## config.mk

```make
export PLATFORM = sky130hd
export DESIGN_NAME = asid_tlb_xlate
export DESIGN_NICKNAME = d
export VERILOG_FILES = /design/src/rtl/asid_tlb_xlate.sv
export SDC_FILE = /design/constraint.sdc
export NUM_CORES = 1
export LEC_CHECK = 0
export BUFFER_PORTS_ARGS = -buffer_cell sky130_fd_sc_hd__buf_2
export CAP_MARGIN = 0
export CORE_ASPECT_RATIO = 1.4
export CORE_MARGIN = 10
export CORE_UTILIZATION = 55
export CTS_CLUSTER_DIAMETER = 40
export DETAILED_ROUTE_END_ITERATION = 16
export PLACE_DENSITY = 0.7
export SYNTH_ARGS = -nofsm -noshare
export SYNTH_HDL_FRONTEND = slang
export SYNTH_SLANG_ARGS = --single-unit
```

## constraint.sdc

```tcl
create_clock -name clk -period 10.09 [get_ports clk]
set_input_delay 1.009 -clock clk [delete_from_list [all_inputs] [get_ports clk]]
set_output_delay 1.009 -clock clk [all_outputs]
set_load 0.02 [all_outputs]
```

## src/rtl/asid_tlb_xlate.sv

```systemverilog
module asid_tlb_xlate #(
  parameter int ENTRIES = 16,
  parameter int VA_W    = 32,
  parameter int PA_W    = 29,
  parameter int PAGE_W  = 12,
  parameter int ASID_W  = 8
) (
  input  logic                   clk,
  input  logic                   rst_n,
  input  logic                   ctl_we,
  input  logic                   ctl_xlat_en,
  input  logic                   ctl_multi,
  input  logic                   asid_we,
  input  logic [ASID_W-1:0]      asid_wdata,
  input  logic                   inval_all,
  input  logic                   wr_en,
  input  logic [VA_W-PAGE_W-1:0] wr_vpn,
  input  logic [ASID_W-1:0]      wr_asid,
  input  logic [PA_W-PAGE_W-1:0] wr_ppn,
  input  logic                   wr_shared,
  input  logic                   wr_valid,
  input  logic                   req_valid,
  input  logic [VA_W-1:0]        req_va,
  output logic                   rsp_valid,
  output logic [PA_W-1:0]        rsp_pa,
  output logic                   rsp_hit,
  output logic                   rsp_miss,
  output logic                   rsp_prot,
  output logic                   rsp_multi
);
  localparam int VPN_W = VA_W - PAGE_W;
  localparam int PPN_W = PA_W - PAGE_W;
  localparam int IDX_W = (ENTRIES > 1) ? $clog2(ENTRIES) : 1;
  localparam logic [IDX_W-1:0] LAST = IDX_W'(ENTRIES - 1);

  logic              xlat_en_q, multi_q;
  logic [ASID_W-1:0] asid_q;
  logic [IDX_W-1:0]  ptr_q;
  logic [ENTRIES-1:0] valid_q, shared_q;
  logic [VPN_W-1:0]  vpn_q  [ENTRIES];
  logic [ASID_W-1:0] tag_q  [ENTRIES];
  logic [PPN_W-1:0]  ppn_q  [ENTRIES];

  logic [ENTRIES-1:0] vpn_m, asid_ok, hit_vec, prot_vec;
  logic [PPN_W-1:0]   sel_ppn;
  logic               many;
  logic               do_wr;

  assign do_wr = wr_en && !inval_all;

  always_ff @(posedge clk or negedge rst_n) begin
    if (!rst_n) begin
      xlat_en_q <= 1'b0;
      multi_q   <= 1'b0;
      asid_q    <= '0;
    end else begin
      if (ctl_we) begin
        xlat_en_q <= ctl_xlat_en;
        multi_q   <= ctl_multi;
      end
      if (asid_we) asid_q <= asid_wdata;
    end
  end

  always_ff @(posedge clk or negedge rst_n) begin
    if (!rst_n) begin
      valid_q <= '0;
      ptr_q   <= '0;
    end else if (inval_all) begin
      valid_q <= '0;
      ptr_q   <= '0;
    end else if (wr_en) begin
      valid_q[ptr_q] <= wr_valid;
      ptr_q <= (ptr_q == LAST) ? '0 : ptr_q + 1'b1;
    end
  end

  always_ff @(posedge clk) begin
    if (do_wr) begin
      vpn_q[ptr_q]    <= wr_vpn;
      tag_q[ptr_q]    <= wr_asid;
      ppn_q[ptr_q]    <= wr_ppn;
      shared_q[ptr_q] <= wr_shared;
    end
  end

  for (genvar i = 0; i < ENTRIES; i++) begin : g_cmp
    assign vpn_m[i]   = valid_q[i] && (vpn_q[i] == req_va[VA_W-1:PAGE_W]);
    assign asid_ok[i] = shared_q[i] || (tag_q[i] == asid_q);
  end

  assign hit_vec  = vpn_m & asid_ok;
  assign prot_vec = vpn_m & ~asid_ok;
  assign many     = |(hit_vec & (hit_vec - 1'b1));

  always_comb begin
    sel_ppn = '0;
    for (int i = ENTRIES - 1; i >= 0; i--)
      if (hit_vec[i]) sel_ppn = ppn_q[i];
  end

  always_ff @(posedge clk or negedge rst_n) begin
    if (!rst_n) begin
      rsp_valid <= 1'b0;
      rsp_pa    <= '0;
      rsp_hit   <= 1'b0;
      rsp_miss  <= 1'b0;
      rsp_prot  <= 1'b0;
      rsp_multi <= 1'b0;
    end else begin
      rsp_valid <= req_valid;
      rsp_pa    <= '0;
      rsp_hit   <= 1'b0;
      rsp_miss  <= 1'b0;
      rsp_prot  <= 1'b0;
      rsp_multi <= 1'b0;
      if (req_valid) begin
        if (!xlat_en_q) begin
          rsp_pa  <= req_va[PA_W-1:0];
          rsp_hit <= 1'b1;
        end else if (|hit_vec) begin
          rsp_pa    <= {sel_ppn, req_va[PAGE_W-1:0]};
          rsp_hit   <= 1'b1;
          rsp_multi <= many;
        end else if (!multi_q && |prot_vec) begin
          rsp_prot <= 1'b1;
        end else begin
          rsp_miss <= 1'b1;
        end
      end
    end
  end

  a_r2_answer_follows: assert property (@(posedge clk) disable iff (!rst_n)
    req_valid |=> rsp_valid);
  a_r8_one_outcome: assert property (@(posedge clk) disable iff (!rst_n)
    rsp_valid |-> $onehot({rsp_hit, rsp_miss, rsp_prot}));
  a_r8_idle_quiet: assert property (@(posedge clk) disable iff (!rst_n)
    !rsp_valid |-> !(rsp_hit || rsp_miss || rsp_prot || rsp_multi));
  a_r3_bypass_alias: assert property (@(posedge clk) disable iff (!rst_n)
    (rsp_valid && !$past(xlat_en_q)) |-> (rsp_hit && rsp_pa == $past(req_va[PA_W-1:0])));
  a_r7_no_prot_multi: assert property (@(posedge clk) disable iff (!rst_n)
    $past(multi_q) |-> !rsp_prot);
  a_r9_multi_is_hit: assert property (@(posedge clk) disable iff (!rst_n)
    rsp_multi |-> rsp_hit);
  a_r11_inval_empties: assert property (@(posedge clk) disable iff (!rst_n)
    inval_all |=> (valid_q == '0 && ptr_q == '0));
  a_r10_ptr_range: assert property (@(posedge clk) disable iff (!rst_n)
    ptr_q <= LAST);
endmodule

```

* Word-level counts from Yosys, hierarchy flattened
Memories as Yosys holds them, arrays and structs flattened.
Index checks and enable logic that the tools add are counted.
** Storage, ports and cells
- Flip-flop bits (word level) :: 80
- Memory bits (writable) :: 720
- Input port bits :: 96
- Output and inout bits :: 34
- Word-level logic and storage cells :: 141
- Memories kept :: 3
** Memories
- vpn_q :: words 16, bits a word 20, rd ports 16, clocked after memory_dff 0, write ports 1, line 40 : logic [VPN_W-1:0] vpn_q [ENTRIES];
- ppn_q :: words 16, bits a word 17, rd ports 16, clocked after memory_dff 0, write ports 1, line 42 : logic [PPN_W-1:0] ppn_q [ENTRIES];
- tag_q :: words 16, bits a word 8, rd ports 16, clocked after memory_dff 0, write ports 1, line 41 : logic [ASID_W-1:0] tag_q [ENTRIES];
** Cells by class
- Add/sub/neg operators :: 2
- $lt $le $gt $ge :: 2
- Eq/ne operators :: 33
- Mux-type cells :: 44
- Bitwise operators :: 4
- Reduce and logical (&&, ||, !) cells :: 41
** Operators by type and width (count)
- equality test 20 bit :: 16
- 2-to-1 mux 17 bit :: 16
- equality test 8 bit :: 16
- 2-to-1 mux 29 bit :: 3
- bitwise AND 16 bit :: 3
- OR reduction 16 bit :: 3
- bitwise mux 16 bit :: 2
- 2-to-1 mux 16 bit :: 2
- logical AND 1 bit :: 19
- 2-to-1 mux 1 bit :: 17
- logical OR 1 bit :: 16
- inverter 16 bit :: 1
- subtractor 16 x 1 -> 16 bit (second input constant) :: 1
- 2-to-1 mux 4 bit :: 3
- < comparator 4 x 5 -> 1 bit (second input constant) :: 1
- adder 4 x 1 -> 4 bit (second input constant) :: 1
- demux 1 bit (select 4 bit) :: 1
- equality test 4 bit (second input constant) :: 1
- greater-or-equal comparator 4 x 1 -> 1 bit (second input constant) :: 1
- logical NOT 1 bit :: 2
- nonzero test 2 bit :: 1

* Depth between registers and ports, before layout
Gate-level depths: netlist of the first run.
- Word-level depth :: 22
- Depth in mapped cells :: 14
- Mapped depth without buffers :: 9

* Least setup slack after synthesis of the first run
OpenSTA, ideal clock, no wires.
- Path kind :: input port to flip-flop
- Start :: in inval_all
- End :: mem ppn_q[0][0] (netlist bit), enable pin
- Library setup time :: 450 ps
- Arrival :: 3323 ps
- Required time :: 9640 ps
- Setup slack :: 6318 ps
- Cell stages on the path :: 2
- Cells stage by stage :: or3_1 > nor2_1
** On the way
- Longest elaborated chain between the ends :: 4
** RTL lines
- start, declared :: line 15 : input logic inval_all,
- logical NOT 1 bit :: line 49 : assign do_wr = wr_en && !inval_all;
- logical AND 1 bit :: line 49
- 2-to-1 mux 1 bit :: line 79 : if (do_wr) begin
- 2-to-1 mux 1 bit (implied by the code) :: line 82 : ppn_q[ptr_q] <= wr_ppn;
- end, declared :: line 42
Every way passes these cells.

* Final worst setup path of the first run
- Start :: in req_va[13]
- End :: reg rsp_pa[12]
** On the way
- Longest elaborated chain between the ends :: 22
- Elaborated cells between the ends (all ways) :: 53
** RTL lines
- start, declared :: line 23 : input logic [VA_W-1:0] req_va,
- equality test 20 bit :: line 88 : assign vpn_m[i] = valid_q[i] && (vpn_q[i] == req_va[VA_W-1:PAGE_W]);
- logical AND 1 bit :: line 88
- bitwise AND 16 bit (*) :: line 92 : assign hit_vec = vpn_m & asid_ok;
- 2-to-1 mux 17 bit (16 in series) :: line 99 : if (hit_vec[i]) sel_ppn = ppn_q[i];
- 2-to-1 mux 29 bit (*) :: line 121 : end else if (|hit_vec) begin
- 2-to-1 mux 29 bit (*) :: line 118 : if (!xlat_en_q) begin
- 2-to-1 mux 29 bit (*) :: line 117 : if (req_valid) begin
- end signal, assigned :: line 119 : rsp_pa <= req_va[PA_W-1:0];
- end signal, assigned :: line 122 : rsp_pa <= {sel_ppn, req_va[PAGE_W-1:0]};
- end, declared :: line 25 : output logic [PA_W-1:0] rsp_pa,
Every way passes the cells marked *; elsewhere a longest branch is shown, timed or not.
A chain may end at the register's enable or synchronous reset.

==> flow_summary.yaml, run 1 <==
status:
  outcome: "complete, no violations"
timing:
  rsz0062_at_grt: "false"
  timing.fmax_mhz: 198.0
  finalCritPeriodShare_pct: 50.06
  setup_tns_ps: 0
  tightest_slew_ps: 1082
  slew_headroom_pct: 27.20
  setup_slack_ps: 5039
  setup_viol_count_final: 0
  fin_crit_ps: 5051
  final_hold_viol_count: 0
  worst_clock_skew_ps: 26.70
  slew_violations: 0
place:
  io_buffers: 129
  place.gp.congestion: 0.9089
  post_dp_cell_area_mm2: 0.03508
  hpwl_um: 58910
  preCtsSetupSlack_ps: 4403
floorplanning:
  initial_core_util_pct: 55.58
  fp.dieW_um: 229.7
  pin_count: 130
  num_rows: 107
  core_area_mm2: 0.06091
  die_h_um: 313.6
  dieArea_mm2: 0.07202
critical_path:
  critPathKind: "in2reg"
  path_cells: "buf_2 -> xnor2_1 -> nand4_1 -> nor4_1 -> nand3_1 -> and4_1 -> or4b_1 -> o31a_1 -> a21oi_1 -> nor4b_1"
  startpoint_type: "input port"
  path_buf_inv: 1
  required_ps: 10600
  r2r_start: "asid_q[0]"
  slowest_delay_ps: 790
  endpoint_kind: "flop"
  cp_top_family: "simple AND/OR/NAND/NOR gates"
  cp_slowest_cell: "nand3_1"
  critical_path.max_fanout: 21
  rrSetupSlack_ps: 5210
  reg2reg_to: "rsp_pa[12]"
  crit_arrival_ps: 5560
  reg2reg_depth: 10
synth:
  ys_types: 68
  synth_fp_nets: 2291
  synth_adder_area_share_pct: 0.2070
  synth-seq-cells: 800
  synth_simple_gate_area_share_pct: 8.822
  synthMuxAreaShare_pct: 0.7170
  synth_edf_count: 736
  synth_top_flop_cell: "edfxtp_1"
  ys_warn_count: 0
  syn_area_mm2: 0.03385
  async_reset_ff_share_pct: 8.000
  syn-mean-instance-area_um2: 15.45
  synth_xor_area_share_pct: 11.64
  ys_seq_area_share_pct: 70.02
  synth_top_family_by_area: "XOR/XNOR gates"
  synth_cells: 2191
  synth-compound-area-share_pct: 5.788
clock_tree:
  cts.htree.levels: 3
  cts.clk_slew.worst_paths_ps: 60
  clock_path_buffers: 3
  clock_sinks: 800
  cts_resized: 0
  clock-root-buffer: "clkbuf_16"
  cts_tree: "done"
  hold_buffers: 0
  cts_buffers: 86
  postCtsSetupBuffers: 0
  clock_latency_ps: 640
global_route:
  overflow: 0
  grt_util_met1_pct: 30.19
  busiest_layer: "met2"
  use_met2_pct: 43.79
  grt_max_degree: 65
  antenna_found_initial: 3
  grt_util_all_layers_pct: 25.44
  grt_pass1_vias: 19810
  use_met3_pct: 3.642
  grt_pass1_wl_um: 133700
run:
  maxCapViolCount: 0
detailed_routing:
  vias: 19560
  wl_um: 92900
  ant_nets: 0
  drc: 0
  routed_via_density: 6.091
  drt_iter0_drc: 2024
  wl_per_cell_um: 28.93
  first_pass_iters: 6
layout:
  area_growth_pct: 11.94
  final_area_mm2: 0.03790
  nets: 2423
  final_util_pct: 62.21
  nFillCells: 4447
  final_common_cell: "edfxtp_1"
  diodes: 0
  drive_gt1_share_pct: 15.58
  multi_input_area_mm2: 0.009338
  layout_common_cells: "edfxtp_1 (736), xor2_1 (245), xnor2_1 (205), buf_2 (128), clkbuf_16 (90)"
  ff_latch_area_mm2: 0.02370
power:
  p_leak_nw: 12.84
  power_mw: 7.155
  powerDensity_mw_per_mm2: 188.8
  vdd_ir_drop_max_mv: 0.1688
hold_path:
  hp-class: "in2async"
## worst max path at each step
stage,from,to,slack (ps),cells past startpoint
2_1_floorplan,inval_all,ppn_q[0][0],6320,2
3_3_place_gp,req_va[13],rsp_pa[13],4580,10
3_5_place_dp,req_va[21],rsp_pa[12],4400,10
4_1_cts,req_va[13],rsp_pa[12],5070,10
5_1_grt,req_va[13],rsp_pa[12],4730,10
6_report,req_va[13],rsp_pa[12],5040,10
## logic make-up after synthesis
family	after synthesis
AOI/OAI and AO/OA	252
muxes	23
DFF	800
buffers and inverters	146
adders and majority gates	6
and+or+nand+nor	514
xor gates and xnor gates	450
## sequential cells by signal, indices dropped and copies added, names as in the netlist
name and count:
ppn_q 272, rsp_hit 1, rsp_pa 29, rsp_valid 1, vpn_q 320, valid_q 16
xlat_en_q 1, rsp_prot 1, rsp_miss 1, rsp_multi 1, ptr_q 4, multi_q 1
tag_q 128, asid_q 8, shared_q 16
## cell type report
class / instances / share of cell area [%]
clock inverter: 44 / 1.060
tap: 817 / 2.697
inverter: 24 / 0.2377
multi-input combinational: 1245 / 24.64
sequential: 800 / 62.55
timing repair buffer: 166 / 2.443
clock buffer: 115 / 6.375
## cells in the mapped netlist, drive strengths merged, types with 18 or more instances
cell type  instances  share of area, %
o21a              18              0.40
nor4              66               1.3
inv               23              0.26
buf               81               2.1
nor3              31              0.52
nor3b             35              0.78
clkbuf            41              0.45
and3              18              0.33
nand3             41              0.64
nand2b            36              0.67
xor2             245               6.3
edfxtp           736                65
nand4             51              0.96
dfrtp             64               4.7
nand2             75              0.84
xnor2            205               5.3
a31oi             19              0.35
or3               23              0.43
a221oi            35              0.91
nor2              75              0.83
a21oi             62               1.0
nor2b             23              0.43
## worst reg2reg max path: cells and delay by family (launching register included)
family | cells | cell delay, ps
flops | 1 | 630
compound gates | 3 | 1280
buf+inv | 1 | 330
simple gates | 5 | 2410
xor+xnor | 1 | 100
## through the flow
| step | hold slack [ps] | cells |
|---|---|---|
| 3_5_place_dp | 532.8 | 3052 |
| 2_1_floorplan | 477.6 | 2191 |
| 6_report | 493.0 | 3211 |
| 3_3_place_gp | 506.0 | 3052 |
| 5_1_grt | 556.8 | 3211 |
| 4_1_cts | 533.2 | 3211 |
## report_power, final
part | switching (mW) | internal, mW | total [mW]
logic | 0.261 | 0.115 | 0.376
registers | 0.0225 | 3.65 | 3.68
clock network | 1.32 | 1.79 | 3.10
## routing by layer
metal  routed length, um  part of all wire [%]
met1               33940                    37
met2               47350                    51
met3                6371                   6.9
met4                5228                   5.6
met5                  19                 0.020
No activity file was read; power rests on OpenSTA's default activity.
==> inputs of run 2 (changes only) <==
--- a/config.mk
+++ b/config.mk
@@ -12,7 +12,7 @@
 export CORE_UTILIZATION = 55
 export CTS_CLUSTER_DIAMETER = 40
 export DETAILED_ROUTE_END_ITERATION = 16
-export PLACE_DENSITY = 0.7
+export PLACE_DENSITY = 0.73
 export SYNTH_ARGS = -nofsm -noshare
 export SYNTH_HDL_FRONTEND = slang
 export SYNTH_SLANG_ARGS = --single-unit
==> constraint.sdc (replaced) <==
create_clock -name clk -period 4.1 [get_ports clk]
set_input_delay 0.41 -clock clk [delete_from_list [all_inputs] [get_ports clk]]
set_output_delay 0.41 -clock clk [all_outputs]
set_load 0.02 [all_outputs]
==> run 2 against run 1 <==
Net effect: worst setup slack lost 4800 ps; routed wire length shrank 1.8%; clock power grew to 2.6 times the previous value; clock skew grew 3.0 ps; sequential share of layout area down 2.2 points; die area unchanged; power grew to 2.5 times the previous value; via count is 2.6% higher; register-to-register slack lost 5000 ps; core utilization is 2.2 points higher; sequential power grew 150%.
==> flow_summary.yaml, run 2 (same netlist as run 1, synthesis figures left out) <==
critical_path:
  critical_path.max_fanout: 18
  startpoint_type: "flop"
  crit_path_frequent_cell: "buf_4"
  rrSetupSlack_ps: 230
  endpoint_kind: "flop"
  path_cells: "xnor2_1 -> nand4_1 -> nor4_1 -> buf_4 -> and3_1 -> buf_12 -> buf_4 -> a21o_1 -> o221ai_1 -> a2111oi_1 -> nor3_1 -> nor4b_1"
  path_buf_inv: 3
  slowest_delay_ps: 930
  cp_slowest_cell: "nor4_1"
  cp_top_family: "simple AND/OR/NAND/NOR gates"
  critPathKind: "reg2reg"
  crit_arrival_ps: 4400
  required_ps: 4630
run:
  maxCapViolCount: 0
hold_path:
  hp-class: "in2reg"
clock_tree:
  clock_sinks: 800
  clock-root-buffer: "clkbuf_16"
  cts.htree.levels: 3
  cts_resized: 0
  cts_buffers: 87
  postCtsSetupBuffers: 0
  cts_tree: "done"
  clock_path_buffers: 3
  hold_buffers: 18
  clock_latency_ps: 650
  cts.clk_slew.worst_paths_ps: 60
timing:
  worst_clock_skew_ps: 29.71
  rsz0062_at_grt: "false"
  setup_tns_ps: 0
  tightest_slew_ps: 1127
  fin_crit_ps: 3875
  final_hold_viol_count: 0
  slew_violations: 0
  slew_headroom_pct: 24.89
  holdWs_ps: 28.63
  setup_viol_count_final: 0
  timing.fmax_mhz: 258.1
  finalCritPeriodShare_pct: 94.51
layout:
  drive_gt1_share_pct: 19.16
  nFillCells: 4284
  largest_register_ff_count: 320
  nets: 2545
  layout_common_cells: "edfxtp_1 (736), xor2_1 (245), xnor2_1 (205), buf_2 (128), buf_4 (120)"
  final_common_cell: "edfxtp_1"
  final_util_pct: 64.44
  area_growth_pct: 15.94
  diodes: 0
  top_regs: "vpn_q x320, ppn_q x272, tag_q x128"
  max_flop_register: "vpn_q"
detailed_routing:
  ant_nets: 0
  routed_via_density: 6.018
  wl_um: 91220
  drt_iter0_drc: 2022
  wl_per_cell_um: 27.37
  first_pass_iters: 5
  drc: 0
  vias: 20060
power:
  vdd_ir_drop_max_mv: 0.4592
  power_mw: 18.03
  powerDensity_mw_per_mm2: 459.3
  p_leak_nw: 13.55
floorplanning:
  core_area_mm2: 0.06091
  initial_core_util_pct: 55.58
  pin_count: 130
  num_rows: 107
  die_h_um: 313.6
  fp.dieW_um: 229.7
  dieArea_mm2: 0.07202
global_route:
  grt_max_degree: 65
  grt_pass1_vias: 20660
  overflow: 0
  grt_pass1_wl_um: 133700
  grt_util_all_layers_pct: 25.00
  antenna_found_initial: 0
status:
  outcome: "complete, no violations"
place:
  hpwl_um: 60940
  io_buffers: 129
  place.gp.congestion: 0.9226
==> run 2: changes by cell type in the layout (fill, tap and decap cells not counted), sizes merged <==
cell	change
buf	+103
bufinv	+7
clkbuf	-9
clkinv	-3
clkinvlp	+5
dlygate4sd3	+18
inv	+1
==> run 2: final cells by class <==
class / instances / area, um2 / share of cell area, %
sequential: 800 / 23700 / 60.39
multi-input combinational: 1245 / 9338 / 23.79
clock buffer: 106 / 2333 / 5.945
timing repair buffer: 287 / 2142 / 5.457
tap: 817 / 1022 / 2.604
clock inverter: 54 / 623.1 / 1.587
inverter: 24 / 90.09 / 0.2295
==> run 2: per-layer routing <==
| layer | wire length, um | share of wire (%) | track usage, % | up-vias |
|---|---|---|---|---|
| met5 | 0 | 0 | 0 | - |
| met4 | 3959 | 4.3 | 12.06 | 0 |
| met3 | 6557 | 7.2 | 4.219 | 188 |
| met2 | 46990 | 52 | 43.77 | 929 |
| met1 | 33710 | 37 | 29.50 | 10160 |
| li1 | - | - | - | 8784 |
==> run 2: through the flow <==
| stage | cells | instance area [um2] | setup slack (ps) |
|---|---|---|---|
| after floorplan | 2191 | 33850 | 613.0 |
| after global placement | 3155 | 36110 | -75.71 |
| after detailed placement | 3155 | 36110 | -149.1 |
| after CTS | 3333 | 39250 | 318.6 |
| after global routing | 3333 | 39250 | 107.9 |
| final | 3333 | 39250 | 225.2 |
==> run 2: where the power goes <==
part	switching, mW	internal (mW)	total [mW]
combinational	0.626	0.330	0.956
clock	3.27	4.74	8.01
sequential	0.0711	8.99	9.06
total	3.96	14.1	18.0
==> run 2: path summary, 6_finish.rpt <==
check	from	end	cells past startpoint
worst min-delay path	asid_wdata[6]	asid_q[6]	2
worst min register to register	valid_q[8]	valid_q[8]	2
max in group asynchronous	rst_n	valid_q[5]	2
worst max-delay path	vpn_q[14][11]	rsp_pa[13]	12
min in group asynchronous	rst_n	rsp_pa[11]	2
worst max register to register	vpn_q[14][11]	rsp_pa[13]	12
